**src/rtl/regind_mover.sv**
```systemverilog
module regind_mover #(
  parameter int ADDR_W = 7
) (
  input  logic              clk,
  input  logic              rst_n,
  input  logic              cmd_valid,
  input  logic [1:0]        cmd_size,
  input  logic              src_ind,
  input  logic              src_inc,
  input  logic              src_dec,
  input  logic [ADDR_W-1:0] src_reg,
  input  logic [1:0]        src_fw,
  input  logic              dst_ind,
  input  logic              dst_inc,
  input  logic              dst_dec,
  input  logic [ADDR_W-1:0] dst_reg,
  input  logic [1:0]        dst_fw,
  input  logic              cnt_en,
  input  logic [ADDR_W-1:0] cnt_reg,
  output logic [ADDR_W-1:0] rd_addr,
  input  logic [31:0]       rd_data,
  output logic              wr_en,
  output logic [ADDR_W-1:0] wr_addr,
  output logic [2:0]        wr_len,
  output logic [31:0]       wr_data,
  output logic              busy,
  output logic              done
);
  typedef enum logic [2:0] {IDLE, PSRC, PDST, CNT, RUN, WBS, WBD, FIN} st_t;
  st_t st;

  logic [1:0]        c_size, c_sfw, c_dfw;
  logic              c_sind, c_sinc, c_sdec, c_dind, c_dinc, c_ddec, c_cen;
  logic [ADDR_W-1:0] c_sreg, c_dreg, c_creg;
  logic [7:0]        ps, pd, cnt;

  function automatic logic [2:0] nbytes(input logic [1:0] code);
    return (code == 2'd0) ? 3'd1 : (code == 2'd1) ? 3'd2 : 3'd4;
  endfunction

  function automatic logic [31:0] bmask(input logic [2:0] n);
    return (n == 3'd1) ? 32'h0000_00ff : (n == 3'd2) ? 32'h0000_ffff : 32'hffff_ffff;
  endfunction

  logic [2:0] sz, srcw, dstw;
  logic [7:0] sz8, s_use, d_use;

  assign sz    = nbytes(c_size);
  assign sz8   = {5'd0, sz};
  assign srcw  = c_sind ? sz : nbytes(c_sfw);
  assign dstw  = c_dind ? sz : nbytes(c_dfw);
  assign s_use = c_sdec ? ps - sz8 : ps;
  assign d_use = c_ddec ? pd - sz8 : pd;
  assign busy  = (st != IDLE);
  assign done  = (st == FIN);

  always_comb begin
    case (st)
      PSRC:    rd_addr = c_sreg;
      PDST:    rd_addr = c_dreg;
      CNT:     rd_addr = c_creg;
      RUN:     rd_addr = c_sind ? s_use[ADDR_W-1:0] : c_sreg;
      default: rd_addr = '0;
    endcase
  end

  always_comb begin
    wr_en   = 1'b0;
    wr_addr = '0;
    wr_len  = 3'd1;
    wr_data = '0;
    case (st)
      RUN: begin
        wr_en   = 1'b1;
        wr_addr = c_dind ? d_use[ADDR_W-1:0] : c_dreg;
        wr_len  = dstw;
        wr_data = rd_data & bmask(srcw);
      end
      WBS: begin
        wr_en   = c_sind & (c_sinc | c_sdec);
        wr_addr = c_sreg;
        wr_data = {24'd0, ps};
      end
      WBD: begin
        wr_en   = c_dind & (c_dinc | c_ddec);
        wr_addr = c_dreg;
        wr_data = {24'd0, pd};
      end
      default: ;
    endcase
  end

  always_ff @(posedge clk or negedge rst_n) begin
    if (!rst_n) begin
      st <= IDLE;
      {c_size, c_sfw, c_dfw} <= '0;
      {c_sind, c_sinc, c_sdec, c_dind, c_dinc, c_ddec, c_cen} <= '0;
      {c_sreg, c_dreg, c_creg} <= '0;
      ps <= '0; pd <= '0; cnt <= '0;
    end else begin
      case (st)
        IDLE: if (cmd_valid) begin
          c_size <= cmd_size; c_sfw <= src_fw; c_dfw <= dst_fw;
          c_sind <= src_ind;  c_sinc <= src_inc; c_sdec <= src_dec;
          c_dind <= dst_ind;  c_dinc <= dst_inc; c_ddec <= dst_dec;
          c_cen  <= cnt_en;   c_sreg <= src_reg; c_dreg <= dst_reg; c_creg <= cnt_reg;
          st <= PSRC;
        end
        PSRC: begin ps <= rd_data[7:0]; st <= PDST; end
        PDST: begin pd <= rd_data[7:0]; st <= CNT; end
        CNT: begin
          cnt <= c_cen ? rd_data[7:0] : 8'd1;
          st  <= (c_cen && rd_data[7:0] == 8'd0) ? FIN : RUN;
        end
        RUN: begin
          if (c_sind) ps <= s_use + (c_sinc ? sz8 : 8'd0);
          if (c_dind) pd <= d_use + (c_dinc ? sz8 : 8'd0);
          cnt <= cnt - 8'd1;
          if (cnt == 8'd1) st <= WBS;
        end
        WBS: st <= WBD;
        WBD: st <= FIN;
        default: st <= IDLE;
      endcase
    end
  end

  AST_DONE_SINGLE: assert property (@(posedge clk) disable iff (!rst_n) done |=> !done);
  AST_IDLE_QUIET: assert property (@(posedge clk) disable iff (!rst_n) !busy |-> !wr_en);
  AST_LEN_LEGAL: assert property (@(posedge clk) disable iff (!rst_n)
    wr_en |-> (wr_len == 3'd1 || wr_len == 3'd2 || wr_len == 3'd4));
  AST_CNT_STEP: assert property (@(posedge clk) disable iff (!rst_n)
    (st == RUN && cnt > 8'd1) |=> (st == RUN && cnt == $past(cnt) - 8'd1));
  AST_ZERO_NOP: assert property (@(posedge clk) disable iff (!rst_n)
    (st == CNT && c_cen && rd_data[7:0] == 8'd0) |=> (done && !wr_en));
  AST_WB_BYTE: assert property (@(posedge clk) disable iff (!rst_n)
    ((st == WBS || st == WBD) && wr_en) |-> wr_len == 3'd1);
endmodule

```
**config.mk**
```make
export PLATFORM = sky130hd
export DESIGN_NAME = regind_mover
export DESIGN_NICKNAME = d
export VERILOG_FILES = /design/src/rtl/regind_mover.sv
export SDC_FILE = /design/constraint.sdc
export NUM_CORES = 1
export LEC_CHECK = 0
export BUFFER_PORTS_ARGS = -buffer_cell sky130_fd_sc_hd__buf_2
export CAP_MARGIN = 20
export CORE_ASPECT_RATIO = 1.75
export CORE_UTILIZATION = 50
export CTS_BUF_LIST = sky130_fd_sc_hd__clkbuf_4
export CTS_CLUSTER_DIAMETER = 150
export DETAILED_ROUTE_END_ITERATION = 10
export GPL_TIMING_DRIVEN = 0
export PLACE_DENSITY = 0.8
export SLEW_MARGIN = 20
export SYNTH_ARGS = -nofsm -noshare
export SYNTH_HDL_FRONTEND = slang
export SYNTH_SLANG_ARGS = --single-unit
```
**constraint.sdc**
```tcl
create_clock -name clk -period 4.3 [get_ports clk]
set_clock_uncertainty 0.2 [all_clocks]
set_input_delay 0.43 -clock clk [delete_from_list [all_inputs] [get_ports clk]]
set_output_delay 0.43 -clock clk [all_outputs]
set_load 0.02 [all_outputs]
```
==> key figures, run 1 <==
Outcome
  • Status: complete, no violations

Yosys
  • Synth Instances: 535
  • Adder-cell share of the synthesized area: 5.46%
  • Post-Synthesis Cell Area: 0.00468 mm^2
  • Post-synthesis sequential area ratio: 32.6%
  • Most used flip-flop cell after synthesis: dfrtp_1
  • Xor and xnor area share after synthesis: 3.18%
  • Synth Area in Simple Gates: 22.3%
  • Compound-Gate Fraction of Synth Area: 18.0%
  • Number of synthesized flops with an enable pin: 0
  • FFs w/ async S/R, synth: 100%
  • Largest cells by area after synthesis: dfrtp_1 (33%), mux2_2 (10%), and2_1 (5.6%)
  • Leading area contributor after synthesis: dfrtp_1
  • Mean Syn Cell Area: 8.74 um^2
  • Yosys top cell area share: 32.6%
  • Mux cell area share after synthesis: 14.0%
  • YS warnings: 0
  • Yosys cell types: 66
  • Yosys reg bits: 61
  • Synthesized net count: 622
  • Main combinational cell family by area after synthesis: simple AND/OR/NAND/NOR gates

Setup path
  • CP max stage cell: or3b_2
  • Worst-path cell chain: nor2_1 -> ha_1 -> fa_1 -> or3b_2 -> nand3_1 -> xor2_1 -> nand2_1 -> o21ai_0 -> o22ai_1 -> buf_2
  • WP data arrival: 3.33 ns
  • Worst path bufs/invs: 1
  • Crit end category: output port
  • Kind of critical path: flop to output port
  • Slowest stage delay, CP: 0.53 ns
  • CP Max Fanout: 7
  • Setup slack, reg-to-reg: 0.53 ns
  • Req. time, crit path: 3.67 ns
  • CP Launch Type: flop
  • Largest delay contributor family on the critical path: simple AND/OR/NAND/NOR gates

STA
  • Crit path time final: 3.96 ns
  • Setup TNS: 0 ns
  • Setup slack after layout: 0.338 ns
  • Slew HR: 45.7%
  • Final hold vios: 0
  • Slew @ Worst Pin: 0.814 ns
  • FMAX: 252 MHz
  • Final setup fails: 0
  • Final Cycle Share: 92.1%
  • Unrepaired setup endpoints after global routing: no
  • Slew Viols, Final: 0

Drt
  • # DRC: 0
  • Total number of vias: 4720
  • Routed Wire Length: 14900 um
  • Routed wire per std cell: 18.8 um
  • DR iter-0 viols: 323
  • Vias/cell: 5.94
  • Pre-Repair DR Iteration Count: 7
  • Antenna-violating nets left: 0

Power
  • Final Power: 4760 uW
  • Cell Pwr Density: 854 mW/mm^2
  • Pleak: 0.00261 uW
  • Peak supply drop: 0.502 mV

Layout
  • # fillers: 832
  • Antenna diodes: 0
  • Finished Layout Cells: 794
  • Synthesis-to-finish area growth: 19.3%
  • Final Cell Area: 0.00558 mm^2
  • Commonest non-fill, non-tap cell in the layout: buf_2
  • Most frequent cells in the layout: buf_2 (120), dfrtp_1 (61), nand2_1 (49)
  • Share of layout cells above drive strength 1: 29.7%
  • Final nets: 756

Flow run
  • Max-cap violation count: 0

Floorplanning
  • # IOs: 121
  • Starting Density: 51.4%
  • Core area: 0.00909 mm^2
  • Die span in x: 75.1 um
  • Total Die Area: 0.00976 mm^2
  • FP Rows: 46
  • Die Y: 130 um

Clock tree
  • H-tree depth: 3
  • Worst skew pair latency: 0.42 ns
  • CTS clk-pin slew, worst paths: 0.12 ns
  • Clock sink total: 61
  • CTS tree: built
  • Clk root buf: clkbuf_4
  • Clock Tree Buf Depth: 2
  • Num CTS Buffers: 9

Place
  • I/O Buffers: 120
  • Detail Placement HPWL: 11500 um
  • DP Cell Count: 775
  • RePlAce Congestion: 0.983
  • Dpl cell area: 0.00543 mm^2
  • Dpl ws: 0.597 ns

GRT
  • Initial antenna violation count: 0
  • Vias in the first global route: 4671
  • Total Routing Usage GR: 32.3%
  • Global-route wire length before repair: 23200 um
  • Global route overflow: 0
  • Largest net degree at the start of global routing: 62

Min path
  • Hold Crit Class: input port to flop
## through the flow
step                      hold slack, ns  utilization (%)
after CTS                         0.0143             61.3
after global placement             0.290             59.7
after detailed placement           0.295             59.7
after floorplan                  -0.0656                -
final                             0.0192             61.3
after global routing              0.0153             61.3
## kinds of logic (layout without fill, tap and decap cells)
logic type | count (synthesis) | count (layout)
DFF | 61 | 61
buffers and inverters | 55 | 194
adders and majority gates | 18 | 18
AOI/OAI and AO/OA | 130 | 130
xor gates and xnor gates | 17 | 17
muxes | 60 | 60
and+or+nand+nor | 194 | 194
## what timing repair did
action | 4_1_cts | 5_1_grt
setup endpoints to repair | 0 | 2
setup buffers | 0 | 0
hold endpoints to repair | 63 | 0
resized for setup | 0 | 1
hold buffers | 3 | 0
## area by class of cell
type | instances | area [um^2] | share of cell area, %
Timing Repair Buffer | 123 | 633 | 11.4
Sequential cell | 61 | 1530 | 27.4
Buffer | 33 | 126 | 2.27
Multi-Input combinational cell | 419 | 2940 | 52.8
Tap cell | 120 | 150 | 2.69
Clock inverter | 6 | 40.0 | 0.718
Inverter | 22 | 82.6 | 1.48
Clock buffer | 10 | 75.1 | 1.35
## worst paths after layout
check,startpoint,endpoint,cells past startpoint
max,c_size[1],rd_addr[6],10
min,src_fw[1],c_sfw[1],2
max reg2reg,c_size[1],ps[7],11
min reg2reg,c_creg[4],c_creg[4],1
max in group asynchronous,rst_n,cnt[1],2
min in group asynchronous,rst_n,pd[1],2
## synth_stat cells (3+ instances only)
master,n
o211a_1,3
nor4_1,6
or3_1,4
buf_1,4
nand3_1,6
a21oi_1,29
o211ai_1,5
dfrtp_1,61
a211oi_1,12
a22oi_1,9
nor3_1,9
ha_1,14
mux2i_1,16
o311ai_0,3
o22ai_1,6
nor2b_1,14
clkbuf_1,27
nand2_1,49
nor2_1,34
fa_1,4
xor2_1,6
and3_1,3
o21ai_0,31
and2_1,42
inv_1,22
mux2_2,43
xnor2_1,11
a31oi_1,8
or2_2,4
## power breakdown
group          leakage, uW  total (uW)  switching (uW)  internal (uW)
Clock            0.0000544         355             233            122
Combinational      0.00182        3230            1930           1300
Sequential        0.000727        1180             316            861
Total              0.00261        4760            2480           2290
## per-layer routing
metal  GRT usage, %  wire length, um
met5              0                0
met4           21.8             1010
met3           5.48              970
met2           55.1             7480
met1           35.8             5450
No activity file was read; power rests on OpenSTA's default activity.
==> inputs of run 2 (changes only) <==
--- a/config.mk
+++ b/config.mk
@@ -5,6 +5,7 @@
 export SDC_FILE = /design/constraint.sdc
 export NUM_CORES = 1
 export LEC_CHECK = 0
+export ABC_AREA = 1
 export BUFFER_PORTS_ARGS = -buffer_cell sky130_fd_sc_hd__buf_2
 export CAP_MARGIN = 20
 export CORE_ASPECT_RATIO = 1.75
==> run 2 against run 1 <==
  * Cell count increased by 14%
  * Total power shrank 1.3%
  * Wire length up 3.7%
  * Die area fell by 2.7%
  * Non-clock buffer count is 10 lower
  * First-iteration DRC count rose by 13%
  * Register-to-register slack better by 0.16 ns
  * Synthesized cell count is 21% higher
  * Critical path depth is 5 higher
  * Maximum frequency increased by 9.9%
  * Setup slack improved by 0.36 ns
==> key figures, run 2 <==
Layout
  • Most frequent cells in the layout: buf_2 (135), nand2_1 (132), nor2_1 (98)
  • Share of layout cells above drive strength 1: 25.1%
  • Commonest non-fill, non-tap cell in the layout: buf_2
  • Post-Route Utilization: 62.8%
  • Final nets: 868
  • Synthesis-to-finish area growth: 20.6%

Power
  • Cell Pwr Density: 857 mW/mm^2
  • Pleak: 0.00291 uW
  • Peak supply drop: 0.481 mV
  • Final Power: 4700 uW

Setup path
  • Worst path bufs/invs: 2
  • Worst setup startpoint: c_size[1]
  • Worst-path cell chain: nor2_1 -> ha_1 -> fa_1 -> inv_1 -> nand2_1 -> nand3_1 -> o21ai_0 -> ha_1 -> inv_1 -> o21ai_0 -> nand2_1 -> nor2_2 -> xor2_1 -> nand2_1 -> a21oi_1
  • Crit end category: flop
  • Largest delay contributor family on the critical path: adder cells
  • CP Max Fanout: 7
  • Slowest stage delay, CP: 0.51 ns
  • Reg-to-Reg End: ps[5]
  • Setup slack, reg-to-reg: 0.69 ns
  • Kind of critical path: flop to flop
  • Reg2Reg Depth: 15
  • CP Launch Type: flop
  • CP max stage cell: dfrtp_1
  • Req. time, crit path: 4.48 ns
  • WP data arrival: 3.78 ns
  • Critical R2R Launch: c_size[1]
  • Cell mode on critical path: nand2_1

STA
  • Final setup fails: 0
  • Final Cycle Share: 83.9%
  • Unrepaired setup endpoints after global routing: no
  • Slew Viols, Final: 0
  • Crit path time final: 3.61 ns
  • Final hold vios: 0
  • Slew @ Worst Pin: 0.678 ns
  • Slew HR: 54.8%
  • Setup TNS: 0 ns
  • FMAX: 277 MHz

Clock tree
  • H-tree depth: 3
  • CTS clk-pin slew, worst paths: 0.12 ns
  • Clk root buf: clkbuf_4
  • Num CTS Buffers: 9
  • CTS tree: built
  • Worst skew pair latency: 0.44 ns
  • Gates resized, CTS repair: 0
  • Clock sink total: 61
  • Clock Tree Buf Depth: 2

Drt
  • # DRC: 0
  • Routed wire per std cell: 17.1 um
  • Routed Wire Length: 15500 um
  • Antenna-violating nets left: 0
  • Total number of vias: 5093
  • Pre-Repair DR Iteration Count: 6
  • Vias/cell: 5.63
  • DR iter-0 viols: 366

Yosys
  • Post-synthesis sequential area ratio: 33.6%
  • Yosys reg bits: 61
  • Leading area contributor after synthesis: dfrtp_1
  • YS warnings: 0
  • Synthesized net count: 734
  • Synth Instances: 647
  • Number of synthesized flops with an enable pin: 0
  • Top cells by count, synth: nand2_1 (132), nor2_1 (98), inv_1 (83), dfrtp_1 (61), a21oi_1 (57)
  • Largest cells by area after synthesis: dfrtp_1 (34%), nand2_1 (11%), nor2_1 (8.1%)
  • Post-Synthesis Cell Area: 0.00455 mm^2
  • Yosys cell types: 42
  • Mean Syn Cell Area: 7.03 um^2
  • Count leader, synth: nand2_1
  • Yosys top cell area share: 33.6%
  • Most used flip-flop cell after synthesis: dfrtp_1
  • FFs w/ async S/R, synth: 100%

Min path
  • Hold path cells: 2
  • Hold Crit Class: input port to flop
  • Worst hold endpoint: c_sfw[1]
  • HP Start: src_fw[1]

Floorplanning
  • Core area: 0.00873 mm^2
  • # IOs: 121
  • Starting Density: 52.1%
  • Die Y: 128 um
  • FP Rows: 45
  • Die span in x: 74.1 um
  • Total Die Area: 0.00949 mm^2

Place
  • Detail Placement HPWL: 12200 um
  • RePlAce Congestion: 0.977
  • I/O Buffers: 120

GRT
  • Total Routing Usage GR: 33.8%
  • Global route overflow: 0
  • Global-route wire length before repair: 23500 um
  • Initial antenna violation count: 1
  • Vias in the first global route: 4821
  • Largest net degree at the start of global routing: 56

Flow run
  • Max-cap violation count: 0

Outcome
  • Status: complete, no violations
run 2: changes by cell type in the layout (fill, tap and decap cells not counted), moves of 25 or more:
cell and change:
nand2_1 +83, nor2_1 +64, inv_1 +61, and2_1 -42, mux2_2 -31, a21oi_1 +28, nand3_1 +28, clkbuf_1 -25
run 2: area by class of cell:
type                       count  area, um^2
tap                          117         146
buffer                        23         136
inverter                      90         340
clock buffer                  10        75.1
fill                         803        3240
sequential                    61        1530
antenna                        1        2.50
clock inverter                 6        62.6
multi-input combinational    473        2540
timing repair buffer         123         651
run 2: metal layers:
metal | global-route usage, % | routed length (um) | vias up
met5 | 0 | 0 | -
met4 | 25.6 | 1070 | 0
met3 | 6.05 | 948 | 63
met2 | 58.3 | 7800 | 256
met1 | 35.2 | 5650 | 2350
li1 | - | - | 2424
run 2: power breakdown:
group | internal, uW | switching (uW)
clock network | 184 | 234
registers | 857 | 241
logic | 1020 | 2160
run 2: logic make-up after synthesis:
kind of cell             count (synthesis)  share of synthesized area [%]
AND/OR/NAND/NOR                        293                           27.4
AO/OA/AOI/OAI                          148                           19.6
buffers and inverters                  113                           10.5
flip-flops                              61                           33.6
adder cells (fa/ha/maj)                 18                           5.61
multiplexers                            12                           2.97
XOR/XNOR                                 2                          0.385
run 2: metrics by stage:
stage | hold slack [ns] | instance area [um^2] | instances | setup slack (ns)
after floorplan | -0.0656 | 4550 | 647 | 1.46
after global placement | 0.293 | 5290 | 884 | 0.751
after detailed placement | 0.0681 | 5320 | 885 | 0.758
after CTS | 0.00526 | 5470 | 902 | 0.725
after global routing | 0.0153 | 5480 | 904 | 0.450
final | 0.0256 | 5480 | 904 | 0.694
run 2: how the worst max path moves through the flow:
stage,endpoint,cells after the start
floorplan,pd[6],13
finish,ps[5],15
detailed placement,ps[5],15
global placement,ps[5],15
global route,ps[5],15
CTS,ps[5],15
run 2: what timing repair did:
action	in CTS	in global routing
buffers inserted	0	0
hold buffers	1	1
endpoints found under the hold margin	61	1
